`config.mk`:
```
export PLATFORM = sky130hd
export DESIGN_NAME = hsec_codec
export DESIGN_NICKNAME = d
export VERILOG_FILES = /design/src/rtl/hsec_pkg.sv /design/src/rtl/hsec_enc.sv /design/src/rtl/hsec_syn.sv /design/src/rtl/hsec_fix.sv /design/src/rtl/hsec_codec.sv
export SDC_FILE = /design/constraint.sdc
export NUM_CORES = 1
export LEC_CHECK = 0
export BUFFER_PORTS_ARGS = -buffer_cell sky130_fd_sc_hd__buf_4
export CAP_MARGIN = 10
export CORE_ASPECT_RATIO = 0.8
export CORE_MARGIN = 5
export CORE_UTILIZATION = 49
export DETAILED_ROUTE_END_ITERATION = 16
export HOLD_SLACK_MARGIN = 0.03
export PLACE_DENSITY_LB_ADDON = 0.05
export SETUP_SLACK_MARGIN = 0.2
export SLEW_MARGIN = 15
export SYNTH_ARGS = -nofsm -noshare
export SYNTH_HDL_FRONTEND = slang
export SYNTH_SLANG_ARGS = --single-unit
```
`constraint.sdc`:
```
create_clock -name clk -period 1.9 [get_ports clk]
set_input_delay 0.19 -clock clk [delete_from_list [all_inputs] [get_ports clk]]
set_output_delay 0.19 -clock clk [all_outputs]
set_load 0.005 [all_outputs]
```
`src/rtl/hsec_pkg.sv`:
```
package hsec_pkg;
    localparam int DW = 8;           // data bits
    localparam int KW = 4;           // Hamming check bits
    localparam int NW = DW + KW;     // Hamming positions 1..NW
    localparam int TW = NW + 1;      // plus overall parity

    // Hamming position of the i-th data bit: the i-th position that is not a power of two
    function automatic int data_pos(input int i);
        int n;
        n = 0;
        for (int p = 1; p < 64; p++) begin
            if ((p & (p - 1)) != 0) begin
                if (n == i) return p;
                n++;
            end
        end
        return 0;
    endfunction

    // data bits covered by check bit k
    function automatic logic [DW-1:0] chk_mask(input int k);
        logic [DW-1:0] m;
        for (int i = 0; i < DW; i++) m[i] = ((data_pos(i) >> k) & 1) != 0;
        return m;
    endfunction
endpackage

```
`src/rtl/hsec_enc.sv`:
```
module hsec_enc
    import hsec_pkg::*;
(
    input  logic [DW-1:0] data,
    output logic [TW-1:0] code
);
    logic [NW-1:0] body;

    for (genvar k = 0; k < KW; k++) begin : g_chk
        localparam logic [DW-1:0] MASK = chk_mask(k);
        assign body[(1 << k) - 1] = ^(data & MASK);
    end

    for (genvar i = 0; i < DW; i++) begin : g_dat
        localparam int POS = data_pos(i);
        assign body[POS - 1] = data[i];
    end

    assign code = {^body, body};
endmodule

```
`src/rtl/hsec_syn.sv`:
```
module hsec_syn
    import hsec_pkg::*;
(
    input  logic [TW-1:0] code,
    output logic [DW-1:0] raw,
    output logic [KW-1:0] syn,
    output logic          par_bad
);
    for (genvar i = 0; i < DW; i++) begin : g_ext
        localparam int POS = data_pos(i);
        assign raw[i] = code[POS - 1];
    end

    for (genvar k = 0; k < KW; k++) begin : g_syn
        localparam logic [DW-1:0] MASK = chk_mask(k);
        assign syn[k] = code[(1 << k) - 1] ^ (^(raw & MASK));
    end

    assign par_bad = ^code;
endmodule

```
`src/rtl/hsec_fix.sv`:
```
module hsec_fix
    import hsec_pkg::*;
(
    input  logic [DW-1:0] raw,
    input  logic [KW-1:0] syn,
    input  logic          par_bad,
    output logic [DW-1:0] fixed,
    output logic          single,
    output logic          double
);
    localparam logic [KW-1:0] TOP_POS = KW'(NW);

    logic in_range;
    assign in_range = (syn <= TOP_POS);
    assign single   = par_bad && in_range;
    assign double   = (syn != '0) && (!par_bad || !in_range);

    for (genvar i = 0; i < DW; i++) begin : g_fix
        localparam logic [KW-1:0] POS = KW'(data_pos(i));
        assign fixed[i] = raw[i] ^ (single && (syn == POS));
    end
endmodule

```
`src/rtl/hsec_codec.sv`:
```
module hsec_codec
    import hsec_pkg::*;
#(
    parameter bit OUT_REG = 1'b1
) (
    input  logic          clk,
    input  logic          rst_n,
    input  logic [7:0]    data_in,
    output logic [12:0]   enc_code,
    input  logic [12:0]   code_in,
    output logic [7:0]    data_out,
    output logic [3:0]    syndrome,
    output logic          single_err,
    output logic          double_err
);
    logic [DW-1:0] raw, fixed;
    logic [KW-1:0] syn;
    logic          par_bad, single, double;

    hsec_enc u_enc (.data(data_in), .code(enc_code));

    hsec_syn u_syn (.code(code_in), .raw(raw), .syn(syn), .par_bad(par_bad));

    hsec_fix u_fix (
        .raw(raw), .syn(syn), .par_bad(par_bad),
        .fixed(fixed), .single(single), .double(double)
    );

    if (OUT_REG) begin : g_reg
        always_ff @(posedge clk or negedge rst_n) begin
            if (!rst_n) begin
                data_out   <= '0;
                syndrome   <= '0;
                single_err <= 1'b0;
                double_err <= 1'b0;
            end else begin
                data_out   <= fixed;
                syndrome   <= syn;
                single_err <= single;
                double_err <= double;
            end
        end
    end else begin : g_comb
        assign data_out   = fixed;
        assign syndrome   = syn;
        assign single_err = single;
        assign double_err = double;
    end
endmodule

```
# Word level (Yosys, flattened, before mapping)
# Index checks and enable logic that the tools add are counted.
# op_classes
n_addsub,0
mux,0
bitwise,12
n_reduce_logical,24
div_mod_pow,0
shift,0
order_cmp,1
eq_ne,8
multipliers,0
# op_table
op,n
$reduce_xor 8->1,8
$eq 4x4->1 const B,4
$reduce_xor 13->1,1
$eq 4x3->1 const B,3
$reduce_xor 12->1,1
$xor 1x1->1,12
$logic_and 1x1->1,10
$eq 4x2->1 const B,1
$le 4x4->1 const B,1
$reduce_bool 4->1,1
$logic_not 1->1,2
$logic_or 1x1->1,1
# word_totals
ff_bits,14
output_inout_bits,27
mem_count,0
mem_bits_rw,0
wordCells,49
latchBits,0
rom_bits,0

# Logic depth before layout (Yosys ltp)
# Gate-level depths: netlist (run 1).
# depth
ltp_word,6
ltp_mapped,7
ltp_nobuf,6

# Hierarchy
# From an unflattened synthesis (run 1), not the netlist that was laid out.
# unflattened
cells_unflattened,86
area_unflattened_um2,1018.5
# modules_own_cells
mod,n_inst,cells_per_inst,seq_area_each_um2,area_each_um2
hsec_codec,1,14,350.3,350.3
hsec_syn,1,25,0.0,276.5
hsec_enc,1,21,0.0,210.2
hsec_fix,1,26,0.0,181.4

# Worst setup path before layout (run 1)
# OpenSTA, ideal clock, no wires.
# synth_path
path_kind,in2reg
start,input code_in[11]
end,register double_err
setup_slack_ns,0.353
t_arrival_ns,1.474
path_stages,7
required_time_ns,1.827
setup_time_ns,0.073
path_buffers,1
path_cell_list,buf_4 -> xnor2_1 -> xnor2_1 -> xor2_2 -> inv_2 -> maj3_2 -> a21oi_2
# synth_via
elab_chain_cells,6
word_cells_on_any_way,11
# synth_rtl
item,line_no,text
start: declaration,hsec_codec.sv:10,"input logic [12:0] code_in,"
$reduce_xor 8->1 *,hsec_syn.sv:16,assign syn[k] = code[(1 << k) - 1] ^ (^(raw & MASK));
$xor 1x1->1 *,hsec_syn.sv:16,
named net syn[3],hsec_codec.sv:17,logic [KW-1:0] syn;
$le 4x4->1,hsec_fix.sv:14,assign in_range = (syn <= TOP_POS);
$logic_not 1->1,hsec_fix.sv:16,assign double = (syn != '0) && (!par_bad || !in_range);
$logic_or 1x1->1,hsec_fix.sv:16,
$logic_and 1x1->1 *,hsec_fix.sv:16,
named net double,hsec_codec.sv:18,"logic par_bad, single, double;"
end signal: assignment,hsec_codec.sv:40,double_err <= double;
end: declaration,hsec_codec.sv:14,output logic double_err
# The timed path passes the listed nets; every way through them passes the cells marked *.

# Worst setup path in the final report (run 1)
# layout_path
start,input code_in[2]
end,register double_err
# Same word-level chain as after synthesis.

==> results.sh, run 1 <==
export IMPL_dr_pass1_iters=6
export IMPL_grt_pass1_vias=855
export IMPL_multiInputGateArea_um2=584.3
export IMPL_dp_hpwl_um=1919
export IMPL_synth_area_top_cells="dfrtp_1, xnor2_1, buf_4"
export IMPL_final_area_mm2=0.001401
export IMPL_finalCritPeriodShare_pct=80.55
export IMPL_mostFrequentLayoutCells="buf_4, xnor2_1, dfrtp_1, o211ai_1, xor2_1"
export IMPL_grtUsageTotal_pct=15.84
export IMPL_synth_flop_cell="dfrtp_1"
export IMPL_vias_per_cell=5.074
export IMPL_setup_violations=0
export IMPL_fill_cells=146
export IMPL_synth_compound_area_share_pct=8.487
export IMPL_cp_slowest_stage_delay_ns=0.53
export IMPL_critPathRequiredTime_ns=2.11
export IMPL_layout_min_cycle_time_ns=1.530
export IMPL_critical_path_arrival_ns=1.74
export IMPL_io_buffer_count=49
export IMPL_use_met2_pct=26.87
export IMPL_syn_nets=116
export IMPL_cts_setup_buffers=0
export IMPL_synth_area_per_cell_um2=10.94
export IMPL_slowest_stage="xor3_1"
export IMPL_ys_async_sr_fraction_pct=100.0
export IMPL_synth_area_mm2=0.001017
export IMPL_layout_nets=163
export IMPL_slew_violations=0
export IMPL_io_pins=50
export IMPL_synth_cells=93
export IMPL_p_sw_share_pct=33.69
export IMPL_synth_edf_count=0
export IMPL_met3_usage_pct=2.308
export IMPL_top_usage_layer="met2"
export IMPL_initial_core_util_pct=52.79
export IMPL_setup_tns_ns=0
export IMPL_routed_wl_um=2273
export IMPL_tritoncts="done"
export IMPL_hold_ws_ns=0.1185
export IMPL_yosys_area_top_type_share_pct=34.44
export IMPL_synth_top_area_cell="dfrtp_1"
export IMPL_path_clk_slew_ns=0.09
export IMPL_max_vdd_ir_drop_v=0.0005136
export IMPL_htreeDepth=1
export IMPL_synthSimpleGateAreaFrac_pct=7.134
export IMPL_cts_root_buf="clkbuf_4"
export IMPL_seqCellArea_um2=350.3
export IMPL_final_common_cell="buf_4"
export IMPL_synthDistinctLibCells=23
export IMPL_core_mm2=0.001927
export IMPL_synth_seq_area_share_pct=34.44
export IMPL_maxCapViolations=0
export IMPL_num_rows=14
export IMPL_crit_path_end_kind="flop"
export IMPL_critPathTopFamily="XOR/XNOR gates"
export IMPL_syn2layout_area_growth_pct=37.76
export IMPL_antenna_found_initial=0
export IMPL_p_seq_share_pct=31.8
export IMPL_status="finished, final reports clean"
export IMPL_cts_buffers=3
export IMPL_grtUsageMet1_pct=20.78
export IMPL_drc_errors=0
export IMPL_hold_viol=0
export IMPL_die_width_um=60.94
export IMPL_netSwitchingPower_mw=0.4070
export IMPL_tightest_slew_ns=0.5454
export IMPL_synth_mux_area_share_pct=0
export IMPL_die_h_um=50.75
export IMPL_hold_class="in2reg"
export IMPL_worst_slack_ns=0.3696
export IMPL_relSlewSlack_pct=63.38
export IMPL_rsz0062_at_grt="no"
export IMPL_yosys_warnings=0
export IMPL_clock_fmax_mhz=653.4
export IMPL_drive_above_1_share_pct=45.32
export IMPL_synth_seq_cells=14
export IMPL_wl_per_cell_um=13.94
export IMPL_die_area_mm2=0.003093
export IMPL_internal_power_mw=0.8009
export IMPL_route_antenna_remaining_nets=0
export IMPL_dpl_cell_area_mm2=0.001355
export IMPL_yosys_area_share_xor_xnor_pct=40.71
export IMPL_p_leak_nw=0.6309
export IMPL_yosys_area_share_adder_pct=1.107
export IMPL_cp_num_buf_inv=2
export IMPL_p_per_area_mw_per_mm2=862.0
export IMPL_grt_overflow=0
export IMPL_critPathLaunchType="input pin"
export IMPL_p_comb_share_pct=50.4
export IMPL_clkPwrFrac_pct=17.8
export IMPL_critical_path_class="in2reg"
export IMPL_drt_iter0_drc=21
export IMPL_grt_pass1_wl_um=3774
export IMPL_synth_top_family_by_area="XOR/XNOR gates"
export IMPL_antenna_cells=0
export IMPL_crit_fanout=4
export IMPL_grt_max_degree=15
export IMPL_clockBufferDepth=2
export IMPL_pre_cts_slack_ns=0.09790
export IMPL_dr_total_vias=827
export IMPL_gp_congestion=0.7921
export IMPL_crit_chain="buf_4 -> xnor2_1 -> xor3_1 -> inv_2 -> nor2_1 -> maj3_2 -> a21oi_2"
export IMPL_cts_sinks=14
## path summary, 6_finish.rpt
check | start | to | cells past startpoint
min | code_in[2] | data_out[0] | 2
max in group asynchronous | rst_n | data_out[0] | 2
min in group asynchronous | rst_n | data_out[5] | 2
max | code_in[2] | double_err | 7
## synth_stat cells (2+ instances only)
cell type / count
buf_4: 9
nor3_1: 2
dfrtp_1: 14
nor2_1: 5
xnor2_1: 29
xor2_1: 6
inv_2: 3
and3_1: 2
xor3_1: 2
o211ai_1: 8
## metal layers
layer / up-vias / share of wire (%)
met2: 49 / 50
met1: 383 / 39
li1: 393 / -
met5: - / 0
met4: 0 / 1.1
met3: 2 / 9.2
## through the flow
stage	utilization [%]	std cells	power, mW
6_report	72.73	163	1.208
5_1_grt	72.73	163	1.283
4_1_cts	72.73	163	1.214
3_5_place_dp	70.32	158	1.002
3_3_place_gp	70.32	158	0.9793
2_1_floorplan	-	93	0.7259
## registers in the layout, summed over array words and instances (netlist names)
name and count:
data_out 8, syndrome 4, double_err 1, single_err 1
## timing repair
action,in CTS,in global routing
hold buffers,1,0
gates resized for setup,0,0
hold endpoints to repair,14,0
## cells by family after synthesis
group / count (synthesis)
XOR/XNOR: 40
AO/OA/AOI/OAI: 12
buffers and inverters: 13
adder cells (fa/ha/maj): 1
AND/OR/NAND/NOR: 13
flip-flops: 14
## power by group through the flow
stage	combinational, mW	clock [mW]	sequential (mW)
after floorplan	0.327	0	0.398
after global placement	0.590	0	0.389
after detailed placement	0.611	0	0.391
after CTS	0.616	0.212	0.386
after global routing	0.660	0.232	0.390
final	0.609	0.215	0.384
## area by class of cell
cell class | instances | share of cell area [%]
flip-flops and latches | 14 | 25.00
repair buffers | 51 | 27.50
multi-input cells | 66 | 41.70
inverters | 4 | 1.071
clock buffers | 4 | 2.589
well taps | 24 | 2.143
Power figures use the tool's default switching activity.
==> run 2: changes to the inputs <==
--- a/config.mk
+++ b/config.mk
@@ -9,7 +9,7 @@
 export CAP_MARGIN = 10
 export CORE_ASPECT_RATIO = 0.8
 export CORE_MARGIN = 5
-export CORE_UTILIZATION = 49
+export CORE_UTILIZATION = 45
 export DETAILED_ROUTE_END_ITERATION = 16
 export HOLD_SLACK_MARGIN = 0.03
 export PLACE_DENSITY_LB_ADDON = 0.05
==> constraint.sdc (replaced) <==
create_clock -name clk -period 1.6 [get_ports clk]
set_input_delay 0.16 -clock clk [delete_from_list [all_inputs] [get_ports clk]]
set_output_delay 0.16 -clock clk [all_outputs]
set_load 0.005 [all_outputs]
==> run 2 against run 1 <==
  * Worst hold slack improved by 0.0053 ns
  * Largest power group unchanged
  * Worst setup slack worse by 0.13 ns
  * Largest cell class unchanged
  * Critical path depth unchanged
  * Non-clock buffer count grew 12
==> results.sh, run 2 (same netlist as run 1, synthesis figures left out) <==
export IMPL_status="finished, final reports clean"
export IMPL_internal_power_mw=0.9610
export IMPL_clockBufferDepth=2
export IMPL_wl_per_cell_um=11.83
export IMPL_dr_pass1_iters=4
export IMPL_hold_class="in2reg"
export IMPL_layout_min_cycle_time_ns=1.364
export IMPL_tritoncts="done"
export IMPL_antenna_cells=0
export IMPL_regMostFlops="data_out"
export IMPL_path_clk_slew_ns=0.07
export IMPL_tightest_slew_ns=0.4436
export IMPL_dp_hpwl_um=1747
export IMPL_initial_core_util_pct=47.13
export IMPL_maxCapViolations=0
export IMPL_layout_nets=175
export IMPL_route_antenna_remaining_nets=0
export IMPL_hold_viol=0
export IMPL_p_total_mw=1.417
export IMPL_final_common_cell="buf_4"
export IMPL_num_rows=15
export IMPL_die_h_um=52.53
export IMPL_critical_path_class="in2reg"
export IMPL_io_buffer_count=49
export IMPL_drc_errors=0
export IMPL_drive_above_1_share_pct=54.67
export IMPL_cts_sinks=14
export IMPL_io_pins=50
export IMPL_crit_fanout=9
export IMPL_mostFrequentLayoutCells="buf_4, xnor2_1, dfrtp_1, o211ai_1, xnor2_2"
export IMPL_cts_setup_buffers=0
export IMPL_finalCritPeriodShare_pct=85.25
export IMPL_clkPwrFrac_pct=12.4
export IMPL_p_seq_share_pct=31.9
export IMPL_drt_iter0_drc=7
export IMPL_crit_path_end_kind="flop"
export IMPL_p_leak_nw=0.7128
export IMPL_setup_violations=0
export IMPL_fill_cells=168
export IMPL_relSlewSlack_pct=70.21
export IMPL_slew_violations=0
export IMPL_p_comb_share_pct=55.7
export IMPL_syn2layout_area_growth_pct=50.68
export IMPL_die_width_um=63.16
export IMPL_clock_fmax_mhz=733.1
export IMPL_critical_path_arrival_ns=1.51
export IMPL_reg_top3="data_out x8, syndrome x4"
export IMPL_holdPathStages=2
export IMPL_core_mm2=0.002158
export IMPL_p_sw_share_pct=32.20
export IMPL_cts_root_buf="clkbuf_4"
export IMPL_htreeDepth=1
export IMPL_dr_total_vias=822
export IMPL_die_area_mm2=0.003317
export IMPL_cts_buffers=3
export IMPL_largest_reg_flops=8
export IMPL_grt_pass1_vias=805
export IMPL_max_vdd_ir_drop_v=0.0007902
export IMPL_grtUsageTotal_pct=13.10
export IMPL_gp_congestion=0.7954
export IMPL_grt_overflow=0
export IMPL_critPathLaunchType="input pin"
export IMPL_rsz0062_at_grt="yes"
export IMPL_critPathRequiredTime_ns=1.75
export IMPL_grt_max_degree=15
export IMPL_antenna_found_initial=0
export IMPL_setup_tns_ns=0
export IMPL_grt_pass1_wl_um=3387
export IMPL_vias_per_cell=4.697
export IMPL_routed_wl_um=2071
export IMPL_p_per_area_mw_per_mm2=924.7
export IMPL_netSwitchingPower_mw=0.4564
[run 2: final cells by class]
| class | instances | area (um^2) | area share (%) |
|---|---|---|---|
| flip-flops and latches | 14 | 350.3 | 22.86 |
| multi-input cells | 66 | 638.1 | 41.63 |
| inverters | 4 | 15.01 | 0.9796 |
| repair buffers | 63 | 475.5 | 31.02 |
| well taps | 25 | 31.28 | 2.041 |
| clock buffers | 3 | 22.52 | 1.469 |
[run 2: through the flow]
stage                     worst slack, ns  cells  util [%]  hold WS (ns)  instance area, um^2
after floorplan                    0.1075     93         -       -0.1356                 1032
after global placement           -0.02986    171     67.36       0.01029                 1454
after detailed placement         -0.03872    171     67.36       0.01105                 1454
after CTS                          0.2374    175     68.87        0.1023                 1486
after global routing               0.1880    175     71.01        0.1155                 1533
final                              0.2360    175     71.01        0.1239                 1533
[run 2: critical path: stages]
cell and delay, ns:
buf_4 0.13, xnor2_2 0.13, buf_4 0.16, xnor2_4 0.27, nor3b_1 0.36, o211ai_1 0.16
xnor2_1 0.14
[run 2: final timing paths]
kind | start | endpoint | slack [ns]
min in group asynchronous | rst_n | data_out[4] | 0.28
hold / removal | code_in[4] | data_out[1] | 0.12
setup / recovery | code_in[6] | data_out[2] | 0.24
max in group asynchronous | rst_n | data_out[6] | 1.17
[run 2: power groups by stage]
stage	clock network [mW]	registers, mW	logic [mW]
4_1_cts	0.184	0.453	0.772
6_report	0.176	0.452	0.789
3_5_place_dp	0	0.460	0.768
2_1_floorplan	0	0.473	0.393
3_3_place_gp	0	0.459	0.757
5_1_grt	0.200	0.460	0.864
[run 2: repair_timing]
item                                    in CTS  in global routing
hold endpoints to repair                    14                  0
gates resized for setup                      0                  7
hold buffers                                 1                  0
endpoints found under the setup margin       0                  7
[run 2: metal layers]
metal	vias up	GRT usage, %	part of all wire, %
li1	414	-	-
met1	367	16.45	42
met2	39	21.50	46
met3	2	2.790	11
met4	0	6.360	0.72
met5	-	0	0
